File: src/rtl/dmairq_pkg.sv
package dmairq_pkg;
    localparam logic [7:0] A_TXCTL = 8'h04;
    localparam logic [7:0] A_RXCTL = 8'h14;
    localparam logic [7:0] A_SRST  = 8'h1C;
    localparam logic [7:0] A_CTRL  = 8'h20;
    localparam logic [7:0] A_STAT  = 8'h24;
    localparam logic [7:0] A_RXOFS = 8'h28;
    localparam logic [7:0] A_EOI   = 8'h94;

    localparam int NUM_GRP = 3;
    localparam int GRP_TX  = 0;
    localparam int GRP_RX  = 1;
    localparam int GRP_DMA = 2;
    localparam logic [7:0] GRP_BASE [NUM_GRP] = '{8'h80, 8'hA0, 8'hB0};

    localparam logic [7:0] OFS_RAW    = 8'h00;
    localparam logic [7:0] OFS_MASKED = 8'h04;
    localparam logic [7:0] OFS_SET    = 8'h08;
    localparam logic [7:0] OFS_CLR    = 8'h0C;

    localparam int HOST_ERR_BIT = 1;

    typedef enum logic {IRQ_ARMED, IRQ_FIRED} irq_state_e;
    typedef enum logic {SR_IDLE, SR_BUSY} srst_state_e;
endpackage

File: src/rtl/dmairq_mask_grp.sv
module dmairq_mask_grp #(
    parameter int W = 8,
    parameter logic [W-1:0] IMPL = '1
) (
    input  logic         clk,
    input  logic         rst_n,
    input  logic         clear_all,
    input  logic         wr_set,
    input  logic         wr_clr,
    input  logic [W-1:0] wval,
    input  logic [W-1:0] src,
    output logic [W-1:0] raw,
    output logic [W-1:0] mask,
    output logic [W-1:0] masked
);
    always_ff @(posedge clk or negedge rst_n) begin
        if (!rst_n)         mask <= '0;
        else if (clear_all) mask <= '0;
        else if (wr_set)    mask <= mask | (wval & IMPL);
        else if (wr_clr)    mask <= mask & ~wval;
    end

    assign raw    = src & IMPL;
    assign masked = raw & mask;


    mask_set_chk: assert property (@(posedge clk) disable iff (!rst_n)
        wr_set && !clear_all |=> ((mask & $past(wval & IMPL)) == $past(wval & IMPL)));

    mask_clr_chk: assert property (@(posedge clk) disable iff (!rst_n)
        wr_clr && !clear_all |=> ((mask & $past(wval)) == '0));

    mask_impl_chk: assert property (@(posedge clk) disable iff (!rst_n)
        (mask & ~IMPL) == '0);
endmodule

File: src/rtl/dmairq_irq_fsm.sv
module dmairq_irq_fsm
    import dmairq_pkg::*;
(
    input  logic clk,
    input  logic rst_n,
    input  logic pending,
    input  logic eoi,
    output logic irq
);
    irq_state_e state_q, state_d;

    always_ff @(posedge clk or negedge rst_n) begin
        if (!rst_n) state_q <= IRQ_ARMED;
        else        state_q <= state_d;
    end

    always_comb begin
        state_d = state_q;
        unique case (state_q)
            IRQ_ARMED: if (!eoi && pending) state_d = IRQ_FIRED;
            IRQ_FIRED: if (eoi)             state_d = IRQ_ARMED;
            default:                        state_d = IRQ_ARMED;
        endcase
    end

    always_comb begin
        irq = (state_q == IRQ_FIRED);
    end


    irq_hold_chk: assert property (@(posedge clk) disable iff (!rst_n)
        irq && !eoi |=> irq);

    irq_eoi_drop_chk: assert property (@(posedge clk) disable iff (!rst_n)
        eoi |=> !irq);

    irq_no_cause_chk: assert property (@(posedge clk) disable iff (!rst_n)
        !irq && !pending |=> !irq);
endmodule

File: src/rtl/dmairq_srst_fsm.sv
module dmairq_srst_fsm
    import dmairq_pkg::*;
#(
    parameter int RST_CYCLES = 16
) (
    input  logic clk,
    input  logic rst_n,
    input  logic start,
    output logic busy
);
    localparam int CW = (RST_CYCLES > 1) ? $clog2(RST_CYCLES) : 1;
    localparam logic [CW-1:0] CNT_INIT = CW'(RST_CYCLES - 1);

    srst_state_e state_q, state_d;
    logic [CW-1:0] cnt_q;

    always_ff @(posedge clk or negedge rst_n) begin
        if (!rst_n) state_q <= SR_IDLE;
        else        state_q <= state_d;
    end

    always_comb begin
        state_d = state_q;
        unique case (state_q)
            SR_IDLE: if (start)         state_d = SR_BUSY;
            SR_BUSY: if (cnt_q == '0)   state_d = SR_IDLE;
            default:                    state_d = SR_IDLE;
        endcase
    end

    always_ff @(posedge clk or negedge rst_n) begin
        if (!rst_n)                               cnt_q <= '0;
        else if (state_q == SR_IDLE && start)     cnt_q <= CNT_INIT;
        else if (state_q == SR_BUSY && cnt_q != '0) cnt_q <= cnt_q - 1'b1;
    end

    always_comb begin
        busy = (state_q == SR_BUSY);
    end


    srst_start_chk: assert property (@(posedge clk) disable iff (!rst_n)
        start && !busy |=> busy && cnt_q == CNT_INIT);

    srst_end_chk: assert property (@(posedge clk) disable iff (!rst_n)
        busy && cnt_q == '0 |=> !busy);

    srst_count_chk: assert property (@(posedge clk) disable iff (!rst_n)
        busy && cnt_q != '0 |=> busy);
endmodule

File: src/rtl/dmairq_regs.sv
module dmairq_regs
    import dmairq_pkg::*;
#(
    parameter int NUM_CH     = 8,
    parameter int RST_CYCLES = 16,
    parameter int OFS_W      = 16
) (
    input  logic              clk,
    input  logic              rst_n,
    input  logic              reg_wr,
    input  logic [7:0]        reg_addr,
    input  logic [31:0]       reg_wdata,
    output logic [31:0]       reg_rdata,
    input  logic [NUM_CH-1:0] tx_src,
    input  logic [NUM_CH-1:0] rx_src,
    input  logic              host_err,
    input  logic              eng_idle,
    input  logic [3:0]        tx_err_code,
    input  logic [2:0]        tx_err_chan,
    input  logic [3:0]        rx_err_code,
    input  logic [2:0]        rx_err_chan,
    output logic              irq,
    output logic              tx_en,
    output logic              rx_en,
    output logic              soft_rst_busy,
    output logic              prio_fixed,
    output logic              own_flip,
    output logic              offlen_upd,
    output logic              copy_err_frames,
    output logic              idle_cmd,
    output logic [OFS_W-1:0]  rx_buf_ofs
);
    localparam logic [NUM_CH-1:0] DMA_IMPL = NUM_CH'(1) << HOST_ERR_BIT;
    localparam logic [4:0] CTRL_STORE = 5'b10111;

    logic [NUM_CH-1:0] grp_src    [NUM_GRP];
    logic [NUM_CH-1:0] grp_raw    [NUM_GRP];
    logic [NUM_CH-1:0] grp_mask   [NUM_GRP];
    logic [NUM_CH-1:0] grp_masked [NUM_GRP];
    logic [NUM_GRP-1:0] grp_pend;
    logic [4:0] ctrl_q;
    logic tx_en_q, rx_en_q, idle_cmd_q;
    logic [OFS_W-1:0] ofs_q;
    logic busy, eoi_wr, srst_wr;
    logic wdata_unused;

    assign wdata_unused = ^reg_wdata[31:16];

    assign grp_src[GRP_TX]  = tx_src;
    assign grp_src[GRP_RX]  = rx_src;
    assign grp_src[GRP_DMA] = host_err ? DMA_IMPL : '0;

    for (genvar g = 0; g < NUM_GRP; g++) begin : g_grp
        localparam logic [NUM_CH-1:0] IMPL_G = (g == GRP_DMA) ? DMA_IMPL : '1;
        dmairq_mask_grp #(.W(NUM_CH), .IMPL(IMPL_G)) grp_i (
            .clk       (clk),
            .rst_n     (rst_n),
            .clear_all (busy),
            .wr_set    (reg_wr && reg_addr == GRP_BASE[g] + OFS_SET),
            .wr_clr    (reg_wr && reg_addr == GRP_BASE[g] + OFS_CLR),
            .wval      (reg_wdata[NUM_CH-1:0]),
            .src       (grp_src[g]),
            .raw       (grp_raw[g]),
            .mask      (grp_mask[g]),
            .masked    (grp_masked[g])
        );
        assign grp_pend[g] = |grp_masked[g];
    end

    assign eoi_wr  = reg_wr && reg_addr == A_EOI;
    assign srst_wr = reg_wr && reg_addr == A_SRST && reg_wdata[0];

    dmairq_irq_fsm irq_i (
        .clk     (clk),
        .rst_n   (rst_n),
        .pending (|grp_pend),
        .eoi     (eoi_wr),
        .irq     (irq)
    );

    dmairq_srst_fsm #(.RST_CYCLES(RST_CYCLES)) srst_i (
        .clk   (clk),
        .rst_n (rst_n),
        .start (srst_wr),
        .busy  (busy)
    );

    always_ff @(posedge clk or negedge rst_n) begin
        if (!rst_n) begin
            tx_en_q <= 1'b0;
            rx_en_q <= 1'b0;
        end else if (busy) begin
            tx_en_q <= 1'b0;
            rx_en_q <= 1'b0;
        end else if (reg_wr) begin
            if (reg_addr == A_TXCTL) tx_en_q <= reg_wdata[0];
            if (reg_addr == A_RXCTL) rx_en_q <= reg_wdata[0];
        end
    end

    always_ff @(posedge clk or negedge rst_n) begin
        if (!rst_n) begin
            ctrl_q     <= '0;
            ofs_q      <= '0;
            idle_cmd_q <= 1'b0;
        end else begin
            idle_cmd_q <= reg_wr && reg_addr == A_CTRL && reg_wdata[3];
            if (reg_wr && reg_addr == A_CTRL)  ctrl_q <= reg_wdata[4:0] & CTRL_STORE;
            if (reg_wr && reg_addr == A_RXOFS) ofs_q  <= reg_wdata[OFS_W-1:0];
        end
    end

    always_comb begin
        reg_rdata = '0;
        unique case (reg_addr)
            A_TXCTL: reg_rdata = {31'd0, tx_en_q};
            A_RXCTL: reg_rdata = {31'd0, rx_en_q};
            A_SRST:  reg_rdata = {31'd0, busy};
            A_CTRL:  reg_rdata = {27'd0, ctrl_q};
            A_STAT:  reg_rdata = {eng_idle, 7'd0, tx_err_code, 1'b0, tx_err_chan,
                                  rx_err_code, 1'b0, rx_err_chan, 8'd0};
            A_RXOFS: reg_rdata = 32'(ofs_q);
            default: reg_rdata = '0;
        endcase
        for (int g = 0; g < NUM_GRP; g++) begin
            if (reg_addr == GRP_BASE[g] + OFS_RAW)    reg_rdata = 32'(grp_raw[g]);
            if (reg_addr == GRP_BASE[g] + OFS_MASKED) reg_rdata = 32'(grp_masked[g]);
            if (reg_addr == GRP_BASE[g] + OFS_SET)    reg_rdata = 32'(grp_mask[g]);
            if (reg_addr == GRP_BASE[g] + OFS_CLR)    reg_rdata = 32'(grp_mask[g]);
        end
    end

    assign tx_en           = tx_en_q;
    assign rx_en           = rx_en_q;
    assign soft_rst_busy   = busy;
    assign prio_fixed      = ctrl_q[0];
    assign own_flip        = ctrl_q[1];
    assign offlen_upd      = ctrl_q[2];
    assign copy_err_frames = ctrl_q[4];
    assign idle_cmd        = idle_cmd_q;
    assign rx_buf_ofs      = ofs_q;


    srst_clears_chk: assert property (@(posedge clk) disable iff (!rst_n)
        busy |=> !tx_en_q && !rx_en_q && grp_mask[GRP_TX] == '0 &&
                 grp_mask[GRP_RX] == '0 && grp_mask[GRP_DMA] == '0);

    idle_pulse_chk: assert property (@(posedge clk) disable iff (!rst_n)
        idle_cmd_q |=> !idle_cmd_q || $past(reg_wr && reg_addr == A_CTRL && reg_wdata[3]));
endmodule

File: config.mk
export PLATFORM = sky130hd
export DESIGN_NAME = dmairq_regs
export DESIGN_NICKNAME = d
export VERILOG_FILES = /design/src/rtl/dmairq_pkg.sv /design/src/rtl/dmairq_mask_grp.sv /design/src/rtl/dmairq_irq_fsm.sv /design/src/rtl/dmairq_srst_fsm.sv /design/src/rtl/dmairq_regs.sv
export SDC_FILE = /design/constraint.sdc
export NUM_CORES = 1
export LEC_CHECK = 0
export CAP_MARGIN = 20
export CORE_ASPECT_RATIO = 1.75
export CORE_UTILIZATION = 35
export CTS_CLUSTER_SIZE = 14
export DETAILED_ROUTE_END_ITERATION = 8
export PLACE_DENSITY_LB_ADDON = 0.25
export SLEW_MARGIN = 10
export SYNTH_ARGS = -nofsm -noshare
export SYNTH_HDL_FRONTEND = slang
export SYNTH_HIERARCHICAL = 1
export SYNTH_SLANG_ARGS = --single-unit
File: constraint.sdc
create_clock -name clk -period 2.7 [get_ports clk]
set_clock_uncertainty 0.1 [all_clocks]
set_input_delay 0.27 -clock clk [delete_from_list [all_inputs] [get_ports clk]]
set_output_delay 0.27 -clock clk [all_outputs]
set_load 0.02 [all_outputs]
==> run metrics, run 1 <==
Reg2Reg Depth=6; critical path type=primary input to primary output; post-route antenna net violation count=0; post-synthesis sequential area ratio=roughly a third; Yosys reg bits=53; critical path's largest stage delay=about 0.59 ns; Non-Filler Instances=~670; Pins Over Slew Limit=0; syn avg cell area=9.32 µm²; Ant. Diodes=0; critical path required time=2.33 ns; crit path setup slack, layout=0.0471 ns; Std-Cell Rows=50; worst hold path type=primary input to async pin; die width=81.7 µm; core area=10800 µm²; max cap viols=0; PwrDens=roughly 390 nW/µm²; worst reg-to-reg setup slack=a little over 0.9 ns; fmax=0.377 GHz; Iteration-0 DRC Markers=206; WP data arrival=2.28 ns; Wirelength per Cell=19.0 µm; CTS tree=yes; Placed Area=5170 µm²; Finish-stage setup viols=0; dpl ws=-0.617 ns; final hold vios=2; Final nets=between 600 and 700; Worst path slowest cell=or4b_4; met3 GRT Util=about 2.7%; GR Layer Usage met2=between 40 and 50%; total clock buffers created by CTS=5; Post-synth EDFFs=0; cell area after layout=5340 µm²; post-DP HPWL=10.2 mm; area of the multi-input gates=2190 µm²; commonest non-fill, non-tap cells in the layout=clkdlybuf4s50_1, dfrtp_1, buf_4; vias=roughly 3700; die area=11500 µm²; total power=2.10 mW; Placed Cells=around 660; first-pass GRT wire length=20.0 mm; crit path max fanout=7; area share of the largest cell type after synthesis=34.1%; layout cell share with drive strength beyond 1=20.3%; Ports=about 130; asr flop ratio synth=100%; Netlist cell types=62; Final Cycle Share=98.3%; total stage count of the critical path=8; minimum clock period=2.65 ns; cell accounting for the most synthesized area=dfrtp_1; M1 GR Usage=25.5%; CTS Root Cell=clkbuf_16; FILL cells=1065; CTS sink count=53; Clock transition at path regs=0.07 ns; Leakage Power=~2.3 nW; Initial Utilization=36.1%; Hold WS=-0.00196 ns; failing checks=negative hold slack; critical path launch point type=primary input; Vias per Instance=5.52; Layout area overhead=37.3%; unrepaired setup endpoints after global routing=yes; vias in the first global route=around 3800; commonest non-fill, non-tap cell in the layout=clkdlybuf4s50_1; Worst IR Drop VDD=398 µV; pin count of the biggest net entering global routing=54; GR peak layer=met2; number of port buffers=107; Gate Count Post-Synth=417; sequential cell area=around 1300 µm²; gp weighted congestion=about 0.9; WP buf/inv=3; DRC errors left=0; ranking of synthesized cells by area=dfrtp_1, buf_4, and2_1; Post-CTS Hold Buffers=0; CTS Buffer Depth=2; crit end category=primary output; worst r2r dst=irq_i/irq; antenna violations before repair=0; post-synthesis cell area=between 3000 and 4000 µm²; Clk Latency, worst-skew pair=0.29 ns; Relative slew margins=53.0%; Die Span Y=141 µm; top_reg_cell synth=dfrtp_1; DR pass1 iterations=5; Worst Tran Pin Value=approximately 0.7 ns; cell family with most CP delay=simple AND/OR/NAND/NOR gates; outcome=complete, but fails checks; Yosys warning count=6; GRT Total Usage=a little under a quarter; overall routed net length=between 10 and 15 mm; aggregate global routing overflow=0; reg2reg start=g_grp[0].grp_i/mask[1]; H-tree levels=2; crit path cell chain=dlygate4sd2_1 > or4b_4 > nor2_4 > buf_6 > a21boi_0 > or3_1 > o211ai_1 > buf_4
-- worst max path at each step --
stage | startpoint | endpoint | slack (ns)
after floorplan | reg_addr[7] | reg_rdata[5] | 0.42
after global placement | reg_addr[7] | reg_rdata[1] | -0.56
after detailed placement | reg_addr[7] | reg_rdata[4] | -0.62
after CTS | reg_addr[6] | reg_rdata[4] | -0.05
after global routing | reg_addr[3] | reg_rdata[7] | -0.06
final | reg_addr[6] | reg_rdata[1] | 0.05
-- state kept, by name, indices dropped and copies added (netlist names) --
| name | flops |
|---|---|
| srst_i/busy | 1 |
| rx_buf_ofs | 16 |
| rx_en | 1 |
| irq_i/irq | 1 |
| tx_en | 1 |
| idle_cmd | 1 |
| srst_i/cnt_q | 4 |
| ctrl_q | 4 |
| g_grp.grp_i/mask | 24 |
-- power breakdown --
group / switching [mW] / leakage (nW) / total (mW) / internal, mW
Combinational: 0.246 / 1.50 / 0.491 / 0.245
Clock: 0.293 / 0.0712 / 0.640 / 0.346
Sequential: 0.0814 / 0.707 / 0.967 / 0.886
-- layout make-up --
type	count	area share, %
Clock buffer	6	2.42
Clock inverter	2	0.258
Inverter	8	0.563
Multi-Input combinational cell	313	41.1
Sequential cell	53	24.9
Tap cell	130	3.05
Timing Repair Buffer	161	27.8
-- metal layers --
layer / up-vias / wire (µm)
met1: 1819 / 4830
met2: 135 / 6790
met4: 0 / 714
met3: 35 / 467
met5: - / 0
li1: 1726 / -
-- repair_timing --
| item | in CTS | in global routing |
|---|---|---|
| gates resized for setup | 64 | 10 |
| pin swaps | 3 | 3 |
| buffers inserted | 3 | 0 |
| setup endpoints to repair | 24 | 14 |
| hold endpoints to repair | 0 | 0 |
-- per-stage QoR --
| step | hold WS [ns] | util [%] | setup TNS (ns) |
|---|---|---|---|
| 6_report | -0.00196 | 49.6 | 0 |
| 4_1_cts | 0.0217 | 49.7 | -0.0522 |
| 5_1_grt | 0.0494 | 49.6 | -0.0582 |
| 3_5_place_dp | 0.336 | 48.0 | -12.58 |
| 2_1_floorplan | -0.126 | - | 0 |
| 3_3_place_gp | 0.336 | 48.0 | -11.25 |
-- worst reg2reg max path, delay by kind of cell, from the launching register on --
| kind | cells | cell delay, ns |
|---|---|---|
| flip-flops | 1 | 0.41 |
| buffers and inverters | 1 | 0.14 |
| AND/OR/NAND/NOR | 4 | 0.85 |
| AO/OA/AOI/OAI | 1 | 0.18 |
-- cells in the mapped netlist (4+ instances only) --
cell type	n
buf_6	4
nor2_1	13
dfrtp_1	53
nor4_1	8
or3_1	5
a22oi_1	11
nor2b_1	5
nand2b_1	12
o22ai_1	8
nand3_1	13
nand2_1	23
nor3_1	5
mux2i_1	10
o211ai_1	7
clkbuf_1	8
inv_1	6
o21ai_0	8
buf_4	41
a21bo_1	5
and2_1	26
buf_2	9
o21a_1	5
a211oi_1	9
a32o_1	13
a22o_1	7
a21oi_1	29
mux2_2	12
mux2_1	10
-- cells by family (layout without fill, tap and decap cells) --
logic type | count (synthesis) | count (layout) | synth area share [%]
adder cells (fa/ha/maj) | 2 | 2 | 0.644
AND/OR/NAND/NOR | 138 | 138 | 22.1
other | 2 | 22 | 0.193
multiplexers | 32 | 32 | 8.95
buffers and inverters | 71 | 177 | 11.9
AO/OA/AOI/OAI | 119 | 119 | 22.1
flip-flops | 53 | 53 | 34.1
Power figures use the tool's default switching activity.
==> run 2: changes to the inputs <==
PLACE_DENSITY = 0.73   (was not set)
PLACE_DENSITY_LB_ADDON = not set   (was 0.25)
==> run 2 against run 1 <==
  * Critical endpoint is now reg_rdata[4]
  * Clock power rose by 13%
  * Cell count down 0.15%
  * Via count rose by 1.0%
  * The flow still finishes with violations (negative hold slack)
  * Core utilization up 0.55 points
  * Sequential cell count is the same
  * Register-to-register slack got worse by 0.25 ns
==> run metrics, run 2 (synthesis gave the netlist of run 1 again) <==
Pins Over Slew Limit=0 (unchanged); Worst Tran Pin Value=0.688 ns (was 0.706 ns); Iteration-0 DRC Markers=216 (was 206); crit path max fanout=27 (was 7); Largest register FFs=24 (unchanged); setup TNS=0 ns (unchanged); Ports=132 (unchanged); Hold WS=-0.0134 ns (was -0.00196 ns); critical path type=primary input to primary output (unchanged); DRC errors left=0 (unchanged); H-tree levels=2 (unchanged); Vias per Instance=5.59 (was 5.52); Worst IR Drop VDD=361 µV (was 398 µV); minimum clock period=2.60 ns (was 2.65 ns); Clock transition at path regs=0.07 ns (about the same); net load switching power=0.617 mW (was 0.621 mW); FILL cells=1032 (was 1065); DR pass1 iterations=5 (unchanged); GRT Total Usage=23.3% (was 23.4%); die area=11500 µm² (unchanged); crit path cell chain=clkdlybuf4s50_1 > buf_8 > nor2_4 > buf_4 > a211oi_1 > a2111oi_4 > or3_1 > buf_4 (was dlygate4sd2_1 > or4b_4 > nor2_4 > buf_6 > a21boi_0 > or3_1 > o211ai_1 > buf_4); Initial Utilization=36.1% (unchanged); commonest non-fill, non-tap cell in the layout=clkdlybuf4s50_1 (unchanged); Worst path slowest cell=clkdlybuf4s50_1 (was or4b_4); post-route antenna net violation count=0 (unchanged); gp weighted congestion=0.990 (was 0.906); CTS sink count=53 (unchanged); Leakage Power=2.35 nW (was 2.28 nW); Ant. Diodes=0 (unchanged); Final Cycle Share=96.5% (was 98.3%); sw frac=28.1% (was 29.6%); layout cell share with drive strength beyond 1=20.1% (was 20.3%); CTS Root Cell=clkbuf_16 (unchanged); Die Span Y=141 µm (unchanged); sequential power share=43.9% (was 46.1%); final hold vios=9 (was 2); Final nets=618 (was 619); Internal Power=1.58 mW (was 1.48 mW); first-pass GRT wire length=19.7 mm (was 20.0 mm); critical path required time=2.33 ns (about the same); unrepaired setup endpoints after global routing=no (was yes); critical path launch point type=primary input (unchanged); overall routed net length=13.0 mm (was 12.8 mm); total clock buffers created by CTS=5 (unchanged); Top reg by flops=g_grp.grp_i/mask (unchanged); Finish-stage setup viols=0 (unchanged); max cap viols=0 (unchanged); WP data arrival=2.23 ns (was 2.28 ns); post-DP HPWL=10.5 mm (was 10.2 mm); Comb pwr share=23.0% (was 23.4%); fin util=50.1% (was 49.6%); commonest non-fill, non-tap cells in the layout=clkdlybuf4s50_1, dfrtp_1, buf_4 (unchanged); Clk Latency, worst-skew pair=0.30 ns (was 0.29 ns); core area=10800 µm² (unchanged); Layout area overhead=38.8% (was 37.3%); crit end category=primary output (unchanged); Std-Cell Rows=50 (unchanged); number of port buffers=107 (unchanged); critical path's largest stage delay=0.53 ns (was 0.59 ns); PwrDens=406 nW/µm² (was 393 nW/µm²); vias in the first global route=3811 (was 3778); CTS tree=yes (unchanged); Clock power frac=33.1% (was 30.5%); Relative slew margins=54.2% (was 53.0%); worst hold path type=primary input to async pin (unchanged); antenna violations before repair=0 (unchanged); fmax=0.384 GHz (was 0.377 GHz); aggregate global routing overflow=0 (unchanged); CP dominant cell by count=buf_4; Wirelength per Cell=19.4 µm (was 19.0 µm); failing checks=negative hold slack (unchanged); pin count of the biggest net entering global routing=54 (unchanged); die width=81.7 µm (unchanged); vias=3754 (was 3715); outcome=complete, but fails checks (unchanged); CTS Buffer Depth=2 (unchanged)
-- run 2: cell count changes in the layout (fill, tap and decap cells not counted), sizes merged, moves of 2 or more --
| cell | change |
|---|---|
| clkdlybuf4s15 | -9 |
| buf | +2 |
| dlygate4sd2 | +6 |
| clkbuf | -2 |
-- run 2: metrics by stage --
step	cells	total power [mW]	cell area (µm²)	setup WS [ns]
2_1_floorplan	437	1.24	3960	0.424
3_3_place_gp	662	1.45	5170	-0.465
3_5_place_dp	662	1.47	5170	-0.484
4_1_cts	671	2.20	5360	-0.0348
5_1_grt	672	2.30	5400	0.00788
6_report	672	2.19	5400	0.0958
-- run 2: critical path: cells and delay by family --
family                 cells  cell delay [ns]
AOI/OAI and AO/OA          2             0.46
buffers and inverters      4             1.09
and+or+nand+nor            2             0.41
-- run 2: worst paths after layout --
path / startpoint / endpoint / slack (ns) / cells after the start
max in group asynchronous: rst_n / g_grp[0].grp_i/mask[1] / 2.04 / 2
min in group clk: srst_i/cnt_q[3] / srst_i/cnt_q[3] / 0.40 / 1
max: reg_addr[2] / reg_rdata[4] / 0.1 / 8
min reg2reg: srst_i/cnt_q[3] / srst_i/cnt_q[3] / 0.40 / 1
max reg2reg: g_grp[0].grp_i/mask[0] / irq_i/irq / 0.67 / 6
min: rst_n / rx_buf_ofs[6] / -0.01 / 2
-- run 2: area by class of cell --
cell class / count / area [µm²] / share of cell area (%)
Timing Repair Buffer: 160 / 1450 / 26.9
Tap cell: 130 / 163 / 3.01
Inverter: 8 / 30.0 / 0.557
Clock buffer: 6 / 129 / 2.39
Clock inverter: 2 / 38.8 / 0.719
Sequential cell: 53 / 1330 / 24.6
Multi-Input combinational cell: 313 / 2260 / 41.9
-- run 2: what timing repair did --
item / 4_1_cts / 5_1_grt
buffers inserted: 1 / 2
endpoints found under the setup margin: 24 / 15
pin swaps: 2 / 5
gates cloned: 0 / 0
gates resized for setup: 61 / 14
hold buffers: 0 / 0
-- run 2: power groups by stage --
stage,Clock [mW],Combinational (mW),Sequential [mW]
floorplan,0,0.265,0.974
global placement,0,0.476,0.971
global route,0.777,0.546,0.973
detailed placement,0,0.491,0.974
CTS,0.742,0.499,0.960
finish,0.725,0.504,0.963
-- run 2: routing by layer --
metal | GRT usage, % | part of all wire [%]
met3 | 1.93 | 4.5
met5 | 0 | 0
met1 | 24.3 | 35
met4 | 19.6 | 7.6
met2 | 40.7 | 53
